**config.mk**
```make
export PLATFORM = sky130hd
export DESIGN_NAME = prg_bank_xlate
export DESIGN_NICKNAME = d
export VERILOG_FILES = /design/src/rtl/prg_bank_pkg.sv /design/src/rtl/prg_bank_regfile.sv /design/src/rtl/prg_bank_rom_window.sv /design/src/rtl/prg_bank_ram_window.sv /design/src/rtl/prg_bank_xlate.sv
export SDC_FILE = /design/constraint.sdc
export NUM_CORES = 1
export LEC_CHECK = 0
export CAP_MARGIN = 30
export CELL_PAD_IN_SITES_DETAIL_PLACEMENT = 1
export CELL_PAD_IN_SITES_GLOBAL_PLACEMENT = 2
export CORE_UTILIZATION = 36
export DETAILED_ROUTE_END_ITERATION = 10
export DONT_BUFFER_PORTS = 1
export PLACE_DENSITY_LB_ADDON = 0.1
export SLEW_MARGIN = 25
export SYNTH_ARGS = -nofsm -noshare
export SYNTH_HDL_FRONTEND = slang
export SYNTH_SLANG_ARGS = --single-unit
```
**constraint.sdc**
```tcl
create_clock -name clk -period 2.45 [get_ports clk]
set_input_delay 0.735 -clock clk [delete_from_list [all_inputs] [get_ports clk]]
set_output_delay 0.735 -clock clk [all_outputs]
set_load 0.05 [all_outputs]
```
**src/rtl/prg_bank_pkg.sv**
```systemverilog
package prg_bank_pkg;
  typedef enum logic [1:0] {
    LAYOUT_32K     = 2'd0,
    LAYOUT_16_16   = 2'd1,
    LAYOUT_16_8_8  = 2'd2,
    LAYOUT_8X4     = 2'd3
  } layout_t;

  localparam int NUM_BANK_REGS = 5;
  localparam int PAGE_BITS     = 13;          // 8 KB page offset
  localparam logic [15:0] MODE_ADDR = 16'h5100;
  localparam logic [15:0] REG_BASE  = 16'h5113;
  localparam int FULL_ROM_W    = 7 + PAGE_BITS; // widest 8 KB bank times page
endpackage

```
**src/rtl/prg_bank_regfile.sv**
```systemverilog
module prg_bank_regfile
  import prg_bank_pkg::*;
#(
  parameter int BANK_COUNT = 16
) (
  input  logic                          clk,
  input  logic                          rst,
  input  logic                          wr_en,
  input  logic [15:0]                   wr_addr,
  input  logic [7:0]                    wr_data,
  output layout_t                       mode,
  output logic [NUM_BANK_REGS-1:0][7:0] bank_regs
);
  layout_t                       mode_q;
  logic [NUM_BANK_REGS-1:0][7:0] bank_q;

  always_ff @(posedge clk) begin
    if (rst) mode_q <= LAYOUT_8X4;
    else if (wr_en && wr_addr == MODE_ADDR) mode_q <= layout_t'(wr_data[1:0]);
  end

  for (genvar gi = 0; gi < NUM_BANK_REGS; gi++) begin : g_reg
    localparam logic [7:0] RST_VAL = (gi == 0) ? 8'h00
      : 8'((BANK_COUNT - NUM_BANK_REGS + gi) & 'h7F);
    localparam logic [15:0] MY_ADDR = 16'(REG_BASE + gi);
    always_ff @(posedge clk) begin
      if (rst) bank_q[gi] <= RST_VAL;
      else if (wr_en && wr_addr == MY_ADDR) bank_q[gi] <= wr_data;
    end
  end

  assign mode      = mode_q;
  assign bank_regs = bank_q;

  // mode follows low data bits of a mode write
  p_mode_load_r1: assert property (@(posedge clk) disable iff (rst)
    (wr_en && wr_addr == MODE_ADDR) |=> (mode_q == $past(wr_data[1:0])));
  // first bank register captures full data byte
  p_reg0_load_r2: assert property (@(posedge clk) disable iff (rst)
    (wr_en && wr_addr == REG_BASE) |=> (bank_q[0] == $past(wr_data)));
  // no strobe, no change
  p_hold_idle_r11: assert property (@(posedge clk) disable iff (rst)
    !wr_en |=> ($stable(bank_q) && $stable(mode_q)));
endmodule

```
**src/rtl/prg_bank_rom_window.sv**
```systemverilog
module prg_bank_rom_window
  import prg_bank_pkg::*;
#(
  parameter int ROM_AW = 17
) (
  input  layout_t                       mode,
  input  logic [NUM_BANK_REGS-1:0][7:0] bank_regs,
  input  logic [14:0]                   cpu_off,
  output logic [ROM_AW-1:0]             rom_addr
);
  logic [6:0]            bank8;
  logic [FULL_ROM_W-1:0] full_off;
  logic                  unused_bits;

  always_comb begin
    bank8 = '0;
    unique case (mode)
      LAYOUT_32K:   bank8 = {bank_regs[4][6:2], cpu_off[14:13]};
      LAYOUT_16_16: bank8 = cpu_off[14] ? {bank_regs[4][6:1], cpu_off[13]}
                                        : {bank_regs[2][6:1], cpu_off[13]};
      LAYOUT_16_8_8: begin
        if (!cpu_off[14])     bank8 = {bank_regs[2][6:1], cpu_off[13]};
        else if (!cpu_off[13]) bank8 = bank_regs[3][6:0];
        else                   bank8 = bank_regs[4][6:0];
      end
      default:      bank8 = bank_regs[1 + cpu_off[14:13]][6:0];
    endcase
    full_off = {bank8, cpu_off[PAGE_BITS-1:0]};
  end

  // power-of-two ROM: wrap by keeping low bits
  assign rom_addr = ROM_AW'(full_off);

  assign unused_bits = ^{bank_regs[0], bank_regs[1][7], bank_regs[2][7],
                         bank_regs[2][0], bank_regs[3][7], bank_regs[4][7]};
endmodule

```
**src/rtl/prg_bank_ram_window.sv**
```systemverilog
module prg_bank_ram_window
  import prg_bank_pkg::*;
#(
  parameter int RAM_PAGE_BITS = 3
) (
  input  logic [7:0]                          page_reg,
  input  logic [PAGE_BITS-1:0]                cpu_off,
  output logic [RAM_PAGE_BITS+PAGE_BITS-1:0]  ram_addr
);
  logic unused_bits;
  assign ram_addr    = {page_reg[RAM_PAGE_BITS-1:0], cpu_off};
  assign unused_bits = ^page_reg[7:RAM_PAGE_BITS];
endmodule

```
**src/rtl/prg_bank_xlate.sv**
```systemverilog
module prg_bank_xlate
  import prg_bank_pkg::*;
#(
  parameter int ROM_BYTES     = 131072,
  parameter int RAM_PAGE_BITS = 3,
  localparam int ROM_AW       = $clog2(ROM_BYTES),
  localparam int BANK_COUNT   = ROM_BYTES / 8192,
  localparam int RAM_AW       = RAM_PAGE_BITS + PAGE_BITS
) (
  input  logic              clk,
  input  logic              rst,
  input  logic              wr_en,
  input  logic [15:0]       wr_addr,
  input  logic [7:0]        wr_data,
  input  logic              lookup_valid,
  input  logic [15:0]       lookup_addr,
  output logic              out_valid,
  output logic              out_rom_sel,
  output logic              out_ram_sel,
  output logic [ROM_AW-1:0] out_phys_addr
);
  layout_t                       mode;
  logic [NUM_BANK_REGS-1:0][7:0] bank_regs;
  logic [ROM_AW-1:0]             rom_addr;
  logic [RAM_AW-1:0]             ram_addr;
  logic                          hit_rom, hit_ram;

  prg_bank_regfile #(.BANK_COUNT(BANK_COUNT)) u_regs (
    .clk(clk), .rst(rst), .wr_en(wr_en), .wr_addr(wr_addr),
    .wr_data(wr_data), .mode(mode), .bank_regs(bank_regs));

  prg_bank_rom_window #(.ROM_AW(ROM_AW)) u_rom (
    .mode(mode), .bank_regs(bank_regs), .cpu_off(lookup_addr[14:0]),
    .rom_addr(rom_addr));

  prg_bank_ram_window #(.RAM_PAGE_BITS(RAM_PAGE_BITS)) u_ram (
    .page_reg(bank_regs[0]), .cpu_off(lookup_addr[PAGE_BITS-1:0]),
    .ram_addr(ram_addr));

  assign hit_rom = lookup_addr[15];
  assign hit_ram = (lookup_addr[15:13] == 3'b011);

  always_ff @(posedge clk) begin
    if (rst) begin
      out_valid     <= 1'b0;
      out_rom_sel   <= 1'b0;
      out_ram_sel   <= 1'b0;
      out_phys_addr <= '0;
    end else begin
      out_valid     <= lookup_valid;
      out_rom_sel   <= lookup_valid && hit_rom;
      out_ram_sel   <= lookup_valid && hit_ram;
      if (lookup_valid && hit_rom)      out_phys_addr <= rom_addr;
      else if (lookup_valid && hit_ram) out_phys_addr <= ROM_AW'(ram_addr);
      else                              out_phys_addr <= '0;
    end
  end

  // selects are exclusive
  p_sel_exclusive_r10: assert property (@(posedge clk) disable iff (rst)
    $onehot0({out_rom_sel, out_ram_sel}));
  // low addresses select nothing
  p_below_window_r10: assert property (@(posedge clk) disable iff (rst)
    (lookup_valid && lookup_addr < 16'h6000) |=> (!out_rom_sel && !out_ram_sel));
  // one result per request, one clock later
  p_latency_r12: assert property (@(posedge clk) disable iff (rst)
    lookup_valid |=> out_valid);
  // page offset passes through unchanged
  p_page_offset_r3: assert property (@(posedge clk) disable iff (rst)
    (lookup_valid && lookup_addr[15:13] != 3'b000 && lookup_addr[15:13] != 3'b001
     && lookup_addr[15:13] != 3'b010)
    |=> (out_phys_addr[PAGE_BITS-1:0] == $past(lookup_addr[PAGE_BITS-1:0])));
endmodule

```
Word-level counts from Yosys, hierarchy flattened
Index checks and enable logic that the tools add are counted.

cells by class
  add/subtract/negate cells = 1
  $mul = 0
  div/mod/pow operators = 0
  $lt $le $gt $ge = 1
  eq/ne operators = 9
  shift operators = 0
  muxes and demuxes = 8
  bitwise logic cells = 0
  reductions and logical operators = 9

operators by type and width
  cell                                                                            count
  16-bit by 15-bit == test with 1-bit output (second input constant)              6
  32-bit by 4-bit less-than comparator with 1-bit output (second input constant)  1
  8-bit binary-select mux with 3-bit select                                       1
  17-bit 2-to-1 mux                                                               1
  16-bit 2-to-1 mux                                                               1
  4-bit 2-to-1 mux                                                                4
  4-bit case mux with 3 select lines                                              1
  1-bit logical AND                                                               8
  1-bit by 2-bit adder with 3-bit output (first input constant)                   1
  3-bit by 2-bit == test with 1-bit output (second input constant)                1
  2-bit by 1-bit == test with 1-bit output (second input constant)                1
  2-bit == test (second input constant)                                           1
  2-bit zero test                                                                 1

storage, ports and cells
  register bits = 62
  latch bits = 0
  RAM bits = 0
  bits in read-only memories = 0
  word-level logic and storage cells = 38
  memories = 0

Longest topological paths before layout
  word-level depth = 5
  gate-level depth with buffers = 6
  gate-level depth less buffers = 5

Modules after synthesis
Synthesis repeated with hierarchy kept, for this count alone.

unflattened totals
  cell total of the unflattened synthesis = 307
  area, all modules = 3006.6 um2

modules (own cells, without submodules)
  module               times used  cells each  area an instance (um2)
  prg_bank_regfile     1           174         1745.4
  prg_bank_xlate       1           47          651.9
  prg_bank_rom_window  1           70          489.2
  prg_bank_ram_window  1           16          120.1

Least setup slack after synthesis
OpenSTA, ideal clock, no wires.

  path kind = input to register
  start point = input lookup_addr[13]
  end point = register out_phys_addr[13]
  setup time = 125 ps
  arrival = 1940 ps
  data required time = 2325 ps
  setup slack = 385 ps
  cell stages on the path = 5
  cells stage by stage = ha_1 -> buf_2 -> mux4_2 -> a32oi_1 -> o21ai_0

between the ends
  longest elaborated chain between the ends = 5
  elaborated cells on any way between the ends = 11
  those cells by class = add/sub (1); eq/ne (1); mux (8); reduce/logical (1)

RTL lines
  item                                       line                       RTL
  start: declaration                         prg_bank_xlate.sv:16       input logic [15:0] lookup_addr,
  1-bit by 2-bit adder with 3-bit output     prg_bank_rom_window.sv:26  default: bank8 = bank_regs[1 + cpu_off[14:13]][6:0];
  8-bit binary-select mux with 3-bit select  prg_bank_rom_window.sv:26
  4-bit 2-to-1 mux (implied by the code)     prg_bank_rom_window.sv:26
  4-bit case mux with 3 select lines         prg_bank_rom_window.sv:17  unique case (mode)
  17-bit 2-to-1 mux *                        prg_bank_xlate.sv:53       if (lookup_valid && hit_rom) out_phys_addr <= rom_addr;
  end signal: assignment                     prg_bank_xlate.sv:53
  end signal: assignment                     prg_bank_xlate.sv:54       else if (lookup_valid && hit_ram) out_phys_addr <= ROM_AW'(ram_addr);
  end: declaration                           prg_bank_xlate.sv:20       output logic [ROM_AW-1:0] out_phys_addr

Mark *: on every way between the ends. The rest lies on a longest branch, timed or not. The select of a mux whose other input is x is not followed.
A chain may end at the register's enable or synchronous reset.

Final worst setup path
Ends and elaborated chain as after synthesis.

==> metrics.yaml <==
power:
  p_total_uw: 1280
  leakagePower_uw: 0.000821
  power.net_switching_uw: 337
  vdd_drop_max_mv: 0.277
  intPower_uw: 938
  pwr-share-seq_pct: 57.7
  power_density_mw_per_mm2: 624
  clkPwrFrac_pct: 37.4
  combPwrFrac_pct: 4.9
  p_sw_share_pct: 26.4
critical_path:
  crit_path_end_kind: "flip-flop"
  r2r_cells: 3
  arrival_ns: 2.09
  cp_cell_sequence: "ha_1, mux4_2, a32oi_1, o21ai_0"
  cp_max_fo: 13
  timing.rr.start: "u_regs.mode[1]$_SDFFE_PP1P_"
  r2r_setup_slack_ns: 1.10
  r2r_end: "out_phys_addr[15]$_SDFF_PP0_"
  critPathKind: "primary input to flip-flop"
  cp_slowest_cell: "mux4_2"
  slowest_delay_ns: 0.55
  cp.required_ns: 2.62
  cp-start-kind: "primary input"
cts:
  clock_sinks: 42
  root_buffer: "clkbuf_8"
  hold_buffers: 0
  clockBufferDepth: 2
  cts.clk_slew.worst_paths_ns: 0.09
  clk_latency_ns: 0.29
  cts_setup_buffers: 0
  cts_buffers: 5
  ctsResizeCount: 0
  htree_levels: 2
  cts_tree: "built"
yosys:
  synth_cell_types: 43
  syn_area_mm2: 0.00190
  netlist.area_leader.share_pct: 44.2
  ys_seq_area_share_pct: 44.2
  ys_top_cells_by_area: "dfxtp_1 (44%), mux2i_1 (12%), nor2_1 (4.3%), and2_1 (4.3%), o21ai_0 (3.2%)"
  yosys_warnings: 0
  yosysTopAreaCell: "dfxtp_1"
  syn_inst: 199
  syn-num-nets: 244
  ys_ff_latch: 42
  syn_avg_cell_area_um2: 9.56
detailed_routing:
  routedWlPerCell_um: 16.7
  vias_per_cell: 5.35
  remaining_drc_errors: 0
  vias: 1423
  dr.pass1.iters: 4
  first_iter_violations: 52
  antenna_left: 0
  drt_wl_total_mm: 4.44
place:
  globalplace.congestion: 0.716
  numPortBuffers: 0
  dp_hpwl_mm: 3.45
sta:
  finalCritPeriodShare_pct: 78.1
  final-hold-violation-count: 0
  skew_ns: 0.00916
  rsz0062_at_grt: "no"
  finalMaxSlewViolations: 0
  fin_crit_ns: 1.91
  worst_hold_slack_ns: 0.503
  fmax_ghz: 0.522
  finalSetupViolations: 0
  maxSlewHeadroom_pct: 67.4
  worst_pin_slew_ns: 0.488
  fin_setup_tns_ns: 0
floorplanning:
  die-width_um: 74.7
  dieArea_mm2: 0.00558
  rows: 26
  die_h_um: 74.7
  io_pins: 64
  core-area_mm2: 0.00511
  start_util_pct: 37.3
grt:
  grt_pass1_vias: 1430
  grt_overflow: 0
  grt_max_degree: 30
  grt_pass1_wl_mm: 7.36
  grt_antenna_before_repair: 0
  grt_usage_pct: 17.5
layout:
  regArea_um2: 841
  final_common_cell: "dfxtp_1"
  mostFrequentLayoutCells: "dfxtp_1 (42), nor2_1 (22), mux2i_1 (22)"
  area_growth_pct: 7.30
  drive_gt1_share_pct: 8.16
  n_fill_cell: 620
  num_antenna_cells: 0
  multiInputGateArea_um2: 993
  nNetsFinal: 240
hold_path:
  hold_path.class: "flip-flop to flip-flop"
  worstHoldStart: "u_regs.bank_regs[8]$_SDFFE_PP0P_"
  hold_end: "u_regs.bank_regs[8]$_SDFFE_PP0P_"
  min_path_cells: 2
flow_run:
  drv_cap: 0
run_status:
  status: "completed"
stage by stage:
| stage | setup slack [ns] | instances | utilization, % | cell area, um^2 |
|---|---|---|---|---|
| after floorplan | 0.385 | 199 | - | 1900 |
| after global placement | 0.206 | 258 | 38.1 | 1940 |
| after detailed placement | 0.225 | 258 | 38.1 | 1940 |
| after CTS | 0.544 | 266 | 40.0 | 2040 |
| after global routing | 0.415 | 266 | 40.0 | 2040 |
| final | 0.536 | 266 | 40.0 | 2040 |
cell type report:
type                            count  share of cell area [%]
Multi-Input combinational cell    140                    48.7
Sequential cell                    42                    41.2
Tap cell                           70                    4.29
Clock buffer                        5                    3.37
Clock inverter                      3                    1.41
Inverter                            6                    1.10
power groups by stage:
stage	Sequential, uW	Combinational (uW)	Clock [uW]
finish	735	62.9	477
global route	737	71.4	528
CTS	736	63.7	495
detailed placement	752	63.6	0
global placement	752	62.7	0
floorplan	751	63.0	0
worst max path at each step:
stage,startpoint,to,slack [ns],depth (start not counted)
after detailed placement,lookup_addr[13],out_phys_addr[13]$_SDFF_PP0_,0.23,4
final,lookup_addr[13],out_phys_addr[13]$_SDFF_PP0_,0.54,4
after global placement,lookup_addr[13],out_phys_addr[13]$_SDFF_PP0_,0.21,4
after global routing,lookup_addr[13],out_phys_addr[13]$_SDFF_PP0_,0.41,4
after floorplan,lookup_addr[13],out_phys_addr[13]$_SDFF_PP0_,0.38,5
after CTS,lookup_addr[13],out_phys_addr[13]$_SDFF_PP0_,0.54,4
worst max-delay path: cells and delay by family:
kind            cells  cell delay [ns]
fa+ha+maj           1             0.50
mux                 1             0.55
compound gates      2             0.30
sequential cells by signal, summed over array words and instances (netlist names):
register / cells
u_regs.bank_regs: 20
out_phys_addr: 17
u_regs.mode: 2
out_ram_sel: 1
out_rom_sel: 1
out_valid: 1
Yosys cell counts:
| master | number |
|---|---|
| and3b_1 | 2 |
| buf_1 | 1 |
| nor4b_4 | 1 |
| and2_1 | 13 |
| o32ai_1 | 1 |
| nand4b_1 | 4 |
| buf_2 | 1 |
| mux2i_1 | 22 |
| o21ai_0 | 12 |
| xnor2_1 | 1 |
| a211oi_1 | 1 |
| a21oi_1 | 7 |
| o31ai_1 | 1 |
| o21a_1 | 1 |
| ha_1 | 1 |
| o41ai_1 | 1 |
| and3_1 | 1 |
| inv_1 | 6 |
| or2_2 | 1 |
| mux4_2 | 2 |
| clkbuf_4 | 1 |
| nand3_1 | 2 |
| and4b_1 | 1 |
| nor3b_1 | 1 |
| nor3b_4 | 1 |
| nor2_1 | 22 |
| and4_2 | 1 |
| a311o_1 | 1 |
| nor4b_1 | 3 |
| nor3_1 | 6 |
| nand4_1 | 1 |
| a32oi_1 | 1 |
| nor2b_1 | 5 |
| o2111a_1 | 1 |
| a41oi_1 | 1 |
| clkbuf_1 | 8 |
| nand4_4 | 1 |
| o22ai_1 | 1 |
| and3_2 | 1 |
| nand2_1 | 7 |
| nand2b_1 | 7 |
| dfxtp_1 | 42 |
| nor4_1 | 4 |
metal layers:
metal / global-route usage, % / share of wire (%)
met1: 24.8 / 48
met2: 26.3 / 47
met3: 5.09 / 5.1
met4: 3.77 / 0.29
met5: 0 / 0
kinds of logic (layout without fill, tap and decap cells):
kind of cell             Yosys count  after routing  share of synthesized area [%]
AND/OR/NAND/NOR                   85             85                           27.7
flip-flops                        42             42                           44.2
AO/OA/AOI/OAI                     29             29                           9.47
multiplexers                      24             24                           13.9
buffers and inverters             17             14                           3.62
adder cells (fa/ha/maj)            1              1                          0.657
XOR/XNOR                           1              1                          0.460
Note: power is estimated with default switching activity, not from simulation.
